[src/rtl/tdc_pkg.sv]
package tdc_pkg;

   typedef enum logic [2:0] {
      A_CNT_LO = 3'd0,
      A_CNT_HI = 3'd1,
      A_DL_LO  = 3'd2,
      A_DL_HI  = 3'd3,
      A_REL_LO = 3'd4,
      A_REL_HI = 3'd5,
      A_CTRL   = 3'd6
   } tdc_addr_e;

   // decoded write intent handed from the port to the trigger
   typedef struct packed {
      logic commit_abs;
      logic commit_rel;
      logic stage_hi;
      logic clr_pend;
   } tdc_cmd_t;

endpackage

[src/rtl/tdc_counter.sv]
module tdc_counter #(
   parameter int CNT_W = 64
) (
   input  logic             clk_i,
   input  logic             rst_i,
   output logic [CNT_W-1:0] cnt_o
);

   always_ff @(posedge clk_i) begin
      if (rst_i) cnt_o <= '0;
      else       cnt_o <= cnt_o + CNT_W'(1);
   end

   assert_count_step_R1: assert property (@(posedge clk_i) disable iff (rst_i)
      1'b1 |=> (cnt_o == $past(cnt_o) + CNT_W'(1)));

endmodule

[src/rtl/tdc_port.sv]
module tdc_port
   import tdc_pkg::*;
#(
   parameter int CNT_W    = 64,
   parameter int BUS_W    = 32,
   parameter bit READ_REG = 1'b0
) (
   input  logic             clk_i,
   input  logic             rst_i,
   input  logic             wr_en_i,
   input  logic             rd_en_i,
   input  logic [2:0]       addr_i,
   input  logic [BUS_W-1:0] wdata_i,
   input  logic [CNT_W-1:0] cnt_i,
   input  logic [CNT_W-1:0] dl_i,
   input  logic             armed_i,
   input  logic             pend_i,
   output logic [BUS_W-1:0] rdata_o,
   output tdc_cmd_t         cmd_o,
   output logic [BUS_W-1:0] stage_o
);

   localparam int HI_LSB = CNT_W - BUS_W;

   tdc_addr_e        a;
   logic [BUS_W-1:0] hold_q;
   logic [BUS_W-1:0] rd_mux;

   assign a = tdc_addr_e'(addr_i);

   always_comb begin
      cmd_o            = '0;
      cmd_o.commit_abs = wr_en_i && (a == A_DL_LO);
      cmd_o.commit_rel = wr_en_i && (a == A_REL_LO);
      cmd_o.stage_hi   = wr_en_i && ((a == A_DL_HI) || (a == A_REL_HI));
      cmd_o.clr_pend   = wr_en_i && (a == A_CTRL) && wdata_i[0];
   end

   always_ff @(posedge clk_i) begin
      if (rst_i) begin
         stage_o <= '0;
         hold_q  <= '0;
      end else begin
         if (cmd_o.stage_hi) stage_o <= wdata_i;
         if (rd_en_i && (a == A_CNT_LO)) hold_q <= cnt_i[CNT_W-1:HI_LSB];
         else if (rd_en_i && (a == A_DL_LO)) hold_q <= dl_i[CNT_W-1:HI_LSB];
      end
   end

   always_comb begin
      rd_mux = '0;
      case (a)
         A_CNT_LO: rd_mux = cnt_i[BUS_W-1:0];
         A_CNT_HI: rd_mux = hold_q;
         A_DL_LO:  rd_mux = dl_i[BUS_W-1:0];
         A_DL_HI:  rd_mux = hold_q;
         A_CTRL:   rd_mux = {{(BUS_W-2){1'b0}}, armed_i, pend_i};
         default:  rd_mux = '0;
      endcase
   end

   generate
      if (READ_REG) begin : g_rd_reg
         always_ff @(posedge clk_i) begin
            if (rst_i)        rdata_o <= '0;
            else if (rd_en_i) rdata_o <= rd_mux;
         end
      end else begin : g_rd_comb
         assign rdata_o = rd_en_i ? rd_mux : '0;
      end
   endgenerate

endmodule

[src/rtl/tdc_trigger.sv]
module tdc_trigger
   import tdc_pkg::*;
#(
   parameter int CNT_W = 64,
   parameter int BUS_W = 32
) (
   input  logic             clk_i,
   input  logic             rst_i,
   input  logic [CNT_W-1:0] cnt_i,
   input  tdc_cmd_t         cmd_i,
   input  logic [BUS_W-1:0] stage_i,
   input  logic [BUS_W-1:0] wlo_i,
   output logic [CNT_W-1:0] dl_o,
   output logic             armed_o,
   output logic             pend_o
);

   logic [CNT_W-1:0] wide_val;
   logic [CNT_W-1:0] new_dl;
   logic [CNT_W-1:0] diff;
   logic             commit;
   logic             expired;
   logic             zero_off;
   logic             hit;
   logic             set_ev;

   assign wide_val = {stage_i, wlo_i};
   assign new_dl   = cmd_i.commit_rel ? (cnt_i + wide_val) : wide_val;
   assign diff     = new_dl - cnt_i;
   // signed difference at or below zero: already reached (wrap-safe)
   assign expired  = diff[CNT_W-1] | ~|diff;
   assign commit   = cmd_i.commit_abs | cmd_i.commit_rel;
   assign zero_off = cmd_i.commit_abs & ~|wide_val;
   assign hit      = armed_o & (cnt_i == dl_o);
   assign set_ev   = hit | (commit & expired & ~zero_off);

   always_ff @(posedge clk_i) begin
      if (rst_i) begin
         dl_o    <= '0;
         armed_o <= 1'b0;
         pend_o  <= 1'b0;
      end else begin
         if (commit) dl_o <= new_dl;
         if (commit)              armed_o <= ~zero_off & ~expired;
         else if (cmd_i.stage_hi) armed_o <= 1'b0;
         else if (hit)            armed_o <= 1'b0;
         pend_o <= set_ev | (pend_o & ~cmd_i.clr_pend);
      end
   end

   assert_hi_disarm_R3: assert property (@(posedge clk_i) disable iff (rst_i)
      cmd_i.stage_hi |=> !armed_o);

   assert_zero_off_R4: assert property (@(posedge clk_i) disable iff (rst_i)
      (cmd_i.commit_abs && (wide_val == '0)) |=> !armed_o);

   assert_rel_zero_R6: assert property (@(posedge clk_i) disable iff (rst_i)
      (cmd_i.commit_rel && (wide_val == '0)) |=> (pend_o && !armed_o));

   assert_match_fire_R7: assert property (@(posedge clk_i) disable iff (rst_i)
      (armed_o && (cnt_i == dl_o) && !cmd_i.commit_abs && !cmd_i.commit_rel)
      |=> (pend_o && !armed_o));

   assert_set_wins_R8: assert property (@(posedge clk_i) disable iff (rst_i)
      (armed_o && (cnt_i == dl_o) && cmd_i.clr_pend) |=> pend_o);

endmodule

[src/rtl/tick_deadline_timer.sv]
module tick_deadline_timer
   import tdc_pkg::*;
#(
   parameter int CNT_W    = 64,
   parameter int BUS_W    = 32,
   parameter bit READ_REG = 1'b0
) (
   input  logic             clk_i,
   input  logic             rst_i,
   input  logic             wr_en_i,
   input  logic             rd_en_i,
   input  logic [2:0]       addr_i,
   input  logic [BUS_W-1:0] wdata_i,
   output logic [BUS_W-1:0] rdata_o,
   output logic             irq_o
);

   generate
      if (CNT_W != 2 * BUS_W) begin : g_bad_split
         $error("CNT_W must be exactly twice BUS_W");
      end
      if (BUS_W < 2) begin : g_bad_bus
         $error("BUS_W must hold the two control bits");
      end
   endgenerate

   logic [CNT_W-1:0] cnt;
   logic [CNT_W-1:0] dl;
   logic             armed;
   logic             pend;
   logic [BUS_W-1:0] stage;
   tdc_cmd_t         cmd;

   tdc_counter #(.CNT_W(CNT_W)) i_counter (
      .clk_i (clk_i),
      .rst_i (rst_i),
      .cnt_o (cnt)
   );

   tdc_port #(.CNT_W(CNT_W), .BUS_W(BUS_W), .READ_REG(READ_REG)) i_port (
      .clk_i   (clk_i),
      .rst_i   (rst_i),
      .wr_en_i (wr_en_i),
      .rd_en_i (rd_en_i),
      .addr_i  (addr_i),
      .wdata_i (wdata_i),
      .cnt_i   (cnt),
      .dl_i    (dl),
      .armed_i (armed),
      .pend_i  (pend),
      .rdata_o (rdata_o),
      .cmd_o   (cmd),
      .stage_o (stage)
   );

   tdc_trigger #(.CNT_W(CNT_W), .BUS_W(BUS_W)) i_trigger (
      .clk_i   (clk_i),
      .rst_i   (rst_i),
      .cnt_i   (cnt),
      .cmd_i   (cmd),
      .stage_i (stage),
      .wlo_i   (wdata_i),
      .dl_o    (dl),
      .armed_o (armed),
      .pend_o  (pend)
   );

   assign irq_o = pend;

endmodule

[config.mk]
export PLATFORM = sky130hd
export DESIGN_NAME = tick_deadline_timer
export DESIGN_NICKNAME = d
export VERILOG_FILES = /design/src/rtl/tdc_pkg.sv /design/src/rtl/tdc_counter.sv /design/src/rtl/tdc_port.sv /design/src/rtl/tdc_trigger.sv /design/src/rtl/tick_deadline_timer.sv
export SDC_FILE = /design/constraint.sdc
export NUM_CORES = 1
export LEC_CHECK = 0
export BUFFER_PORTS_ARGS = -buffer_cell sky130_fd_sc_hd__buf_2
export CORE_ASPECT_RATIO = 1.4
export CORE_MARGIN = 5
export CORE_UTILIZATION = 35
export CTS_CLUSTER_SIZE = 40
export DETAILED_ROUTE_END_ITERATION = 8
export PLACE_DENSITY = 0.46
export SLEW_MARGIN = 5
export SYNTH_ARGS = -nofsm -noshare
export SYNTH_HDL_FRONTEND = slang
export SYNTH_SLANG_ARGS = --single-unit
[constraint.sdc]
create_clock -name clk_i -period 8.13 [get_ports clk_i]
set_clock_uncertainty 0.2 [all_clocks]
set_input_delay 0 -clock clk_i [delete_from_list [all_inputs] [get_ports clk_i]]
set_output_delay 0 -clock clk_i [all_outputs]
set_load 0.02 [all_outputs]
==> qor.csv, run 1 <==
metric,value,unit
Worst setup SP type,flop,
via count of the first global-routing pass,18600,
dpl cell area,18500,sq um
Power Total,2.76,mW
Syn Area/Cell,7.02,sq um
clock-pin transition on the worst setup and hold timing paths,0.09,ns
drt wl/cell,27.7,um
Max Freq,129,MHz
Syn Nets,2666,
Final Net Count,2696,
area grow syn2layout,11.6,%
first-iteration detailed-routing DRC count,1520,
hold path depth,5,
RR Startpoint,i_counter.cnt_o[15]$_SDFF_PP0_,
GR Layer Usage met3,0.0364,
setup TNS after final layout,0,ns
design area,19600,sq um
asr flop ratio synth,0,
grt ovf,0,
CP Max Fanout,9,
YS warnings,0,
Filler Cell Count,5416,
"count leader, synth",nand2_1,
# Post-CTS Setup Buffers,0,
VDD IR-drop max,0.000151,V
largest area contributor in the netlist,dfxtp_1,
"Seq/Total Area, Yosys",0.221,
routed via count,18800,
Worst path max stage delay,0.53,ns
final count of pins violating max slew,0,
total routed wirelength,88.4,mm
synthesized cell area,17500,sq um
largest net degree at the start of global routing,93,
crit path buf inv count,1,
via density per instance,5.90,
crit path time final,7.77,ns
number of max-cap violations,0,
layout cells sized above 1,0.0677,
"EDFF count, synth",0,
DP Worst Slack,-0.0428,ns
IO Port Bufs,71,
Slew HR,0.178,
DR DRC count,0,
initial antenna violation count,6,
ANT nets after route,0,
outcome,"finished, final reports clean",
Syn Inst Count,2498,
1st-pass router iterations,5,
reg2reg setup slack,0.36,ns
I/O pin count,72,
core region area,49900,sq um
Chip Width,199,um
Global Route Usage Sum,0.317,
crit-path leading delay family,compound AO/OA/AOI/OAI gates,
WP data arrival,7.90,ns
H-tree depth,4,
critical path type,flop to flop,
FF-to-FF path depth,27,
Unique masters post-synth,73,
Starting Density,0.352,
gpl congestion,1.05,
GR Util met2,0.557,
R2R Path End,i_trigger.armed_o$_SDFFE_PP0P_,
HP Start,wr_en_i,
Leakage,7.90,nW
prevailing post-synth register cell,dfxtp_1,
"FF+latch count, synth",194,
Num CTS Buffers,17,
Die Y,275,um
TritonCTS clock tree,built,
Crit path required time,8.26,ns
Clock Latency Late Sink,0.49,ns
first-pass GRT wire length,127,mm
Final Util,0.393,
Post-synth top cells,"nand2_1, nor2_1, a21oi_1",
"most used cell, CP",nand4_1,
Critical Path Slowest Stage Cell,o21ai_0,
root buf cell,clkbuf_16,
met1 GRT Util,0.358,
Die ar.,54800,sq um
final worst setup slack,0.361,ns
Cell Pwr Density,141,nW/um^2
hold endpoint,i_port.stage_o[31]$_SDFFE_PP0P_,
GRT busiest layer,met2,
# setup viols final,0,
final hold viol count,0,
Least-Margin Pin Slew,1.22,ns
Row Count,97,
final period utilization,0.956,
Hold Crit Class,primary input to flop,
clk buf depth,2,
dpl hpwl,72.6,mm
RSZ-0062 raised after global routing,no,
clk sinks,194,
Area contributors post-synth,"dfxtp_1, ha_1, nand2_1, a21oi_1, xnor2_1",
Yosys top cell area share,0.221,
CP Launch Point,i_counter.cnt_o[15]$_SDFF_PP0_,
critical path endpoint category,flop,
cell type report:
| cell class | instances | area, sq um | share of cell area |
|---|---|---|---|
| sequential | 194 | 3880 | 0.198 |
| tap | 643 | 805 | 0.0411 |
| timing repair buffer | 154 | 1100 | 0.0563 |
| multi-input combinational | 2059 | 12800 | 0.653 |
| inverter | 102 | 383 | 0.0195 |
| antenna | 2 | 5.00 | 0.000255 |
| clock buffer | 18 | 439 | 0.0224 |
| clock inverter | 14 | 186 | 0.00952 |
logic make-up after synthesis:
group	after synthesis	share of synthesized area
AOI/OAI and AO/OA	678	0.239
xor gates and xnor gates	205	0.102
adders and majority gates	129	0.0928
buffers and inverters	245	0.0531
DFF	194	0.221
muxes	72	0.0413
and+or+nand+nor	975	0.250
registers in the layout, summed over array words and instances (netlist names):
name / count
i_trigger.dl_o: 64
i_trigger.pend_o: 1
i_port.hold_q: 32
i_port.stage_o: 32
i_trigger.armed_o: 1
i_counter.cnt_o: 64
layer usage:
layer  vias up  wire length [um]
met5         -                28
met4         6              7260
met3       203              3730
met2       642             43700
met1      8988             33600
li1       8950                 -
stage by stage:
step / std cells / hold WS, ns
after CTS: 3184 / 0.0226
after detailed placement: 3106 / 0.103
after global placement: 3106 / 0.0992
after global routing: 3184 / 0.0753
after floorplan: 2498 / -0.0640
final: 3186 / 0.0387
report_power, final:
group          switching, mW  internal (mW)  total, mW
combinational          0.525          0.284      0.809
clock                  0.482          0.453      0.935
sequential            0.0397          0.979       1.02
worst reg2reg max path, cell delays in order (launching register included):
cell and delay (ns):
dfxtp_1 0.49, ha_1 0.39, a21o_1 0.21, a311oi_1 0.37, o211ai_1 0.16, a31oi_2 0.33, o41ai_2 0.17, a31o_2 0.32
a31oi_1 0.35, o21ai_1 0.20, a211oi_2 0.42, xor2_1 0.11, o21ai_0 0.53, ha_1 0.42, nand4_1 0.19, nor4_2 0.38
nand2b_1 0.10, a2111oi_1 0.43, nor3_1 0.25, nand3_1 0.19, nand4_1 0.11, nand2_1 0.10, xnor2_1 0.21, nand4_1 0.24
nor4_1 0.32, buf_4 0.18, a41o_1 0.16, o22ai_1 0.08
what timing repair did:
action | 4_1_cts | 5_1_grt
endpoints found under the hold margin | 120 | 0
hold buffers | 46 | 0
endpoints found under the setup margin | 2 | 2
resized for setup | 1 | 4
how the worst max path moves through the flow:
| stage | endpoint | slack [ns] | cells after the start |
|---|---|---|---|
| after detailed placement | i_trigger.armed_o$_SDFFE_PP0P_ | -0.04 | 27 |
| after CTS | i_trigger.armed_o$_SDFFE_PP0P_ | 0.02 | 28 |
| after floorplan | i_trigger.armed_o$_SDFFE_PP0P_ | 1.96 | 28 |
| final | i_trigger.armed_o$_SDFFE_PP0P_ | 0.36 | 27 |
| after global placement | i_trigger.armed_o$_SDFFE_PP0P_ | -0.16 | 28 |
| after global routing | i_trigger.armed_o$_SDFFE_PP0P_ | 0.05 | 27 |
placed cells by master (no fill, tap or decap), drive strengths merged, types with 6 or more instances in the layout:
master and instances:
buf 108, mux2i 69, and4 8, and2 11, or3 18, nor4 44
o31ai 17, nand3 64, a221oi 9, a211oi 54, nand2b 13, o21ai 130
o21bai 17, ha 127, a2111oi 7, nor3 35, o21a 29, clkbuf 18
nor2b 13, nand4 75, xor2 63, or2 6, nor2 288, a31oi 24
nand2 369, inv 108, a311oi 8, dfxtp 194, a21o 47, and3 15
o22ai 20, dlygate4sd3 46, xnor2 142, a21oi 264, o211ai 12, a21boi 6
Power figures use the tool's default switching activity.
==> inputs of run 2 (changes only) <==
==> constraint.sdc (replaced) <==
create_clock -name clk_i -period 9.4 [get_ports clk_i]
set_clock_uncertainty 0.2 [all_clocks]
set_input_delay 0 -clock clk_i [delete_from_list [all_inputs] [get_ports clk_i]]
set_output_delay 0 -clock clk_i [all_outputs]
set_load 0.02 [all_outputs]
==> run 2 against run 1 <==
Cell count shrank 0.72%; routed wire length shrank 0.77%; worst hold slack gained 0.024 ns; total power shrank 15%; clock power shrank 17%; sequential power shrank 14%; combinational power shrank 15%; critical endpoint unchanged.
==> qor.csv, run 2 (same netlist as run 1, synthesis figures left out) <==
metric,value,unit,change
Starting Density,0.352,,unchanged
Num CTS Buffers,17,,unchanged
DP Worst Slack,1.69,ns,+1.73 ns
Global Route Usage Sum,0.314,,-0.00391
clk sinks,194,,unchanged
crit-path leading delay family,compound AO/OA/AOI/OAI gates,,
number of max-cap violations,0,,unchanged
area grow syn2layout,10.4,%,
Row Count,97,,unchanged
1st-pass router iterations,6,,+1
Hold WS,0.0629,ns,+0.0242 ns
critical path depth,25,,-7.4%
"most used cell, CP",nor4_1,,
Die ar.,54800,sq um,unchanged
setup TNS after final layout,0,ns,unchanged
# setup viols final,0,,unchanged
via count of the first global-routing pass,18300,,-1.7%
Worst path max stage delay,0.58,ns,+0.05 ns
clk buf depth,2,,unchanged
outcome,"finished, final reports clean",,
drt wl/cell,27.7,um,about the same
routed via count,18900,,+0.39%
critical path type,flop to flop,,
ANT nets after route,0,,unchanged
crit path time final,7.82,ns,+0.0484 ns
number of gates resized after CTS,0,,-1
design area,19400,sq um,-1.1%
first-pass GRT wire length,126,mm,-1.4%
Leakage,7.78,nW,-1.5%
dpl hpwl,71.9,mm,-1.0%
ant diodes,0,,-2
crit path to,i_trigger.armed_o$_SDFFE_PP0P_,,
Die Y,275,um,unchanged
critical path endpoint category,flop,,
Cell Pwr Density,121,nW/um^2,-14%
TritonCTS clock tree,built,,
total routed wirelength,87.7,mm,-0.77%
core region area,49900,sq um,unchanged
initial antenna violation count,1,,-5
Power Total,2.35,mW,-15%
gpl congestion,1.06,,+0.85%
# Post-CTS Setup Buffers,0,,unchanged
Critical Path Slowest Stage Cell,o31ai_1,,
Least-Margin Pin Slew,1.18,ns,-0.0375 ns
crit path buf inv count,1,,unchanged
first-iteration detailed-routing DRC count,1502,,-1.2%
largest net degree at the start of global routing,73,,-22%
"commonest non-fill, non-tap cells in the layout","nand2_1, nor2_1, a21oi_1",,
R2R Path End,i_trigger.armed_o$_SDFFE_PP0P_,,
"commonest non-fill, non-tap cell in the layout",nand2_1,,
IO Port Bufs,71,,unchanged
Final Net Count,2676,,-0.74%
Clock Latency Late Sink,0.48,ns,about the same
WP data arrival,7.94,ns,+0.04 ns
RR Startpoint,i_counter.cnt_o[2]$_SDFF_PP0_,,
Slew HR,0.203,,+0.0253
I/O pin count,72,,unchanged
Max Freq,128,MHz,-0.62%
Hold Crit Class,primary input to flop,,
final period utilization,0.832,,-0.124
clock-pin transition on the worst setup and hold timing paths,0.08,ns,about the same
CP Launch Point,i_counter.cnt_o[2]$_SDFF_PP0_,,
VDD IR-drop max,0.000198,V,+31%
root buf cell,clkbuf_16,,
grt ovf,0,,unchanged
Chip Width,199,um,unchanged
top flop regs,"i_counter.cnt_o (64), i_trigger.dl_o (64)",,
final hold viol count,0,,unchanged
final count of pins violating max slew,0,,unchanged
FF-to-FF path depth,25,,-7.4%
CP Max Fanout,10,,+1
layout cells sized above 1,0.0591,,-0.00856
Crit path required time,9.53,ns,+1.27 ns
fin cells,3163,,-0.72%
DR DRC count,0,,unchanged
RSZ-0062 raised after global routing,no,,
dpl cell area,18300,sq um,-0.77%
reg2reg setup slack,1.58,ns,+1.22 ns
Worst setup SP type,flop,,
final worst setup slack,1.58,ns,+1.22 ns
Final Util,0.388,,-0.00439
H-tree depth,4,,unchanged
via density per instance,5.96,,+1.1%
# hold bufs at CTS,44,,-4.3%
dpl cells,3088,,-0.58%
-- run 2: cell count changes in the layout (fill, tap and decap cells not counted), moves of 2 or more --
cell,previous run,this run
clkinv_8,5,2
diode_2,2,0
dlygate4sd3_1,46,44
buf_4,38,20
-- run 2: worst min path at each step --
stage	cells after the start	startpoint	to	slack [ns]
detailed placement	3	wdata_i[24]	i_port.stage_o[24]$_SDFFE_PP0P_	0.10
global placement	3	wdata_i[24]	i_port.stage_o[24]$_SDFFE_PP0P_	0.09
global route	4	wr_en_i	i_trigger.pend_o$_SDFF_PP0_	0.04
finish	4	wr_en_i	i_trigger.pend_o$_SDFF_PP0_	0.06
floorplan	2	wdata_i[9]	i_port.stage_o[9]$_SDFFE_PP0P_	-0.06
CTS	4	wr_en_i	i_trigger.pend_o$_SDFF_PP0_	0.04
-- run 2: per-layer routing --
| layer | part of all wire | up-vias | global-route usage |
|---|---|---|---|
| met1 | 0.38 | 9121 | 0.347 |
| li1 | - | 8894 | - |
| met5 | 0.00015 | - | 0 |
| met2 | 0.49 | 628 | 0.550 |
| met4 | 0.088 | 2 | 0.225 |
| met3 | 0.041 | 218 | 0.0371 |
-- run 2: final cells by class --
class | count | area, sq um
repair buffers | 134 | 947
multi-input cells | 2059 | 12800
well taps | 643 | 805
inverters | 102 | 383
clock buffers | 19 | 443
flip-flops and latches | 194 | 3880
clock inverters | 12 | 146
fillers | 5405 | 30500
-- run 2: tightest hold or removal path, stage by stage --
cell	delay, ns
buf_2	0.14
nand4_1	0.30
a21oi_1	0.12
o22ai_1	0.14
-- run 2: report_power, final --
part	internal (mW)	switching (mW)	leakage [nW]	total (mW)
Sequential	0.847	0.0345	1.57	0.882
Combinational	0.239	0.447	5.92	0.687
Clock	0.385	0.394	0.287	0.779
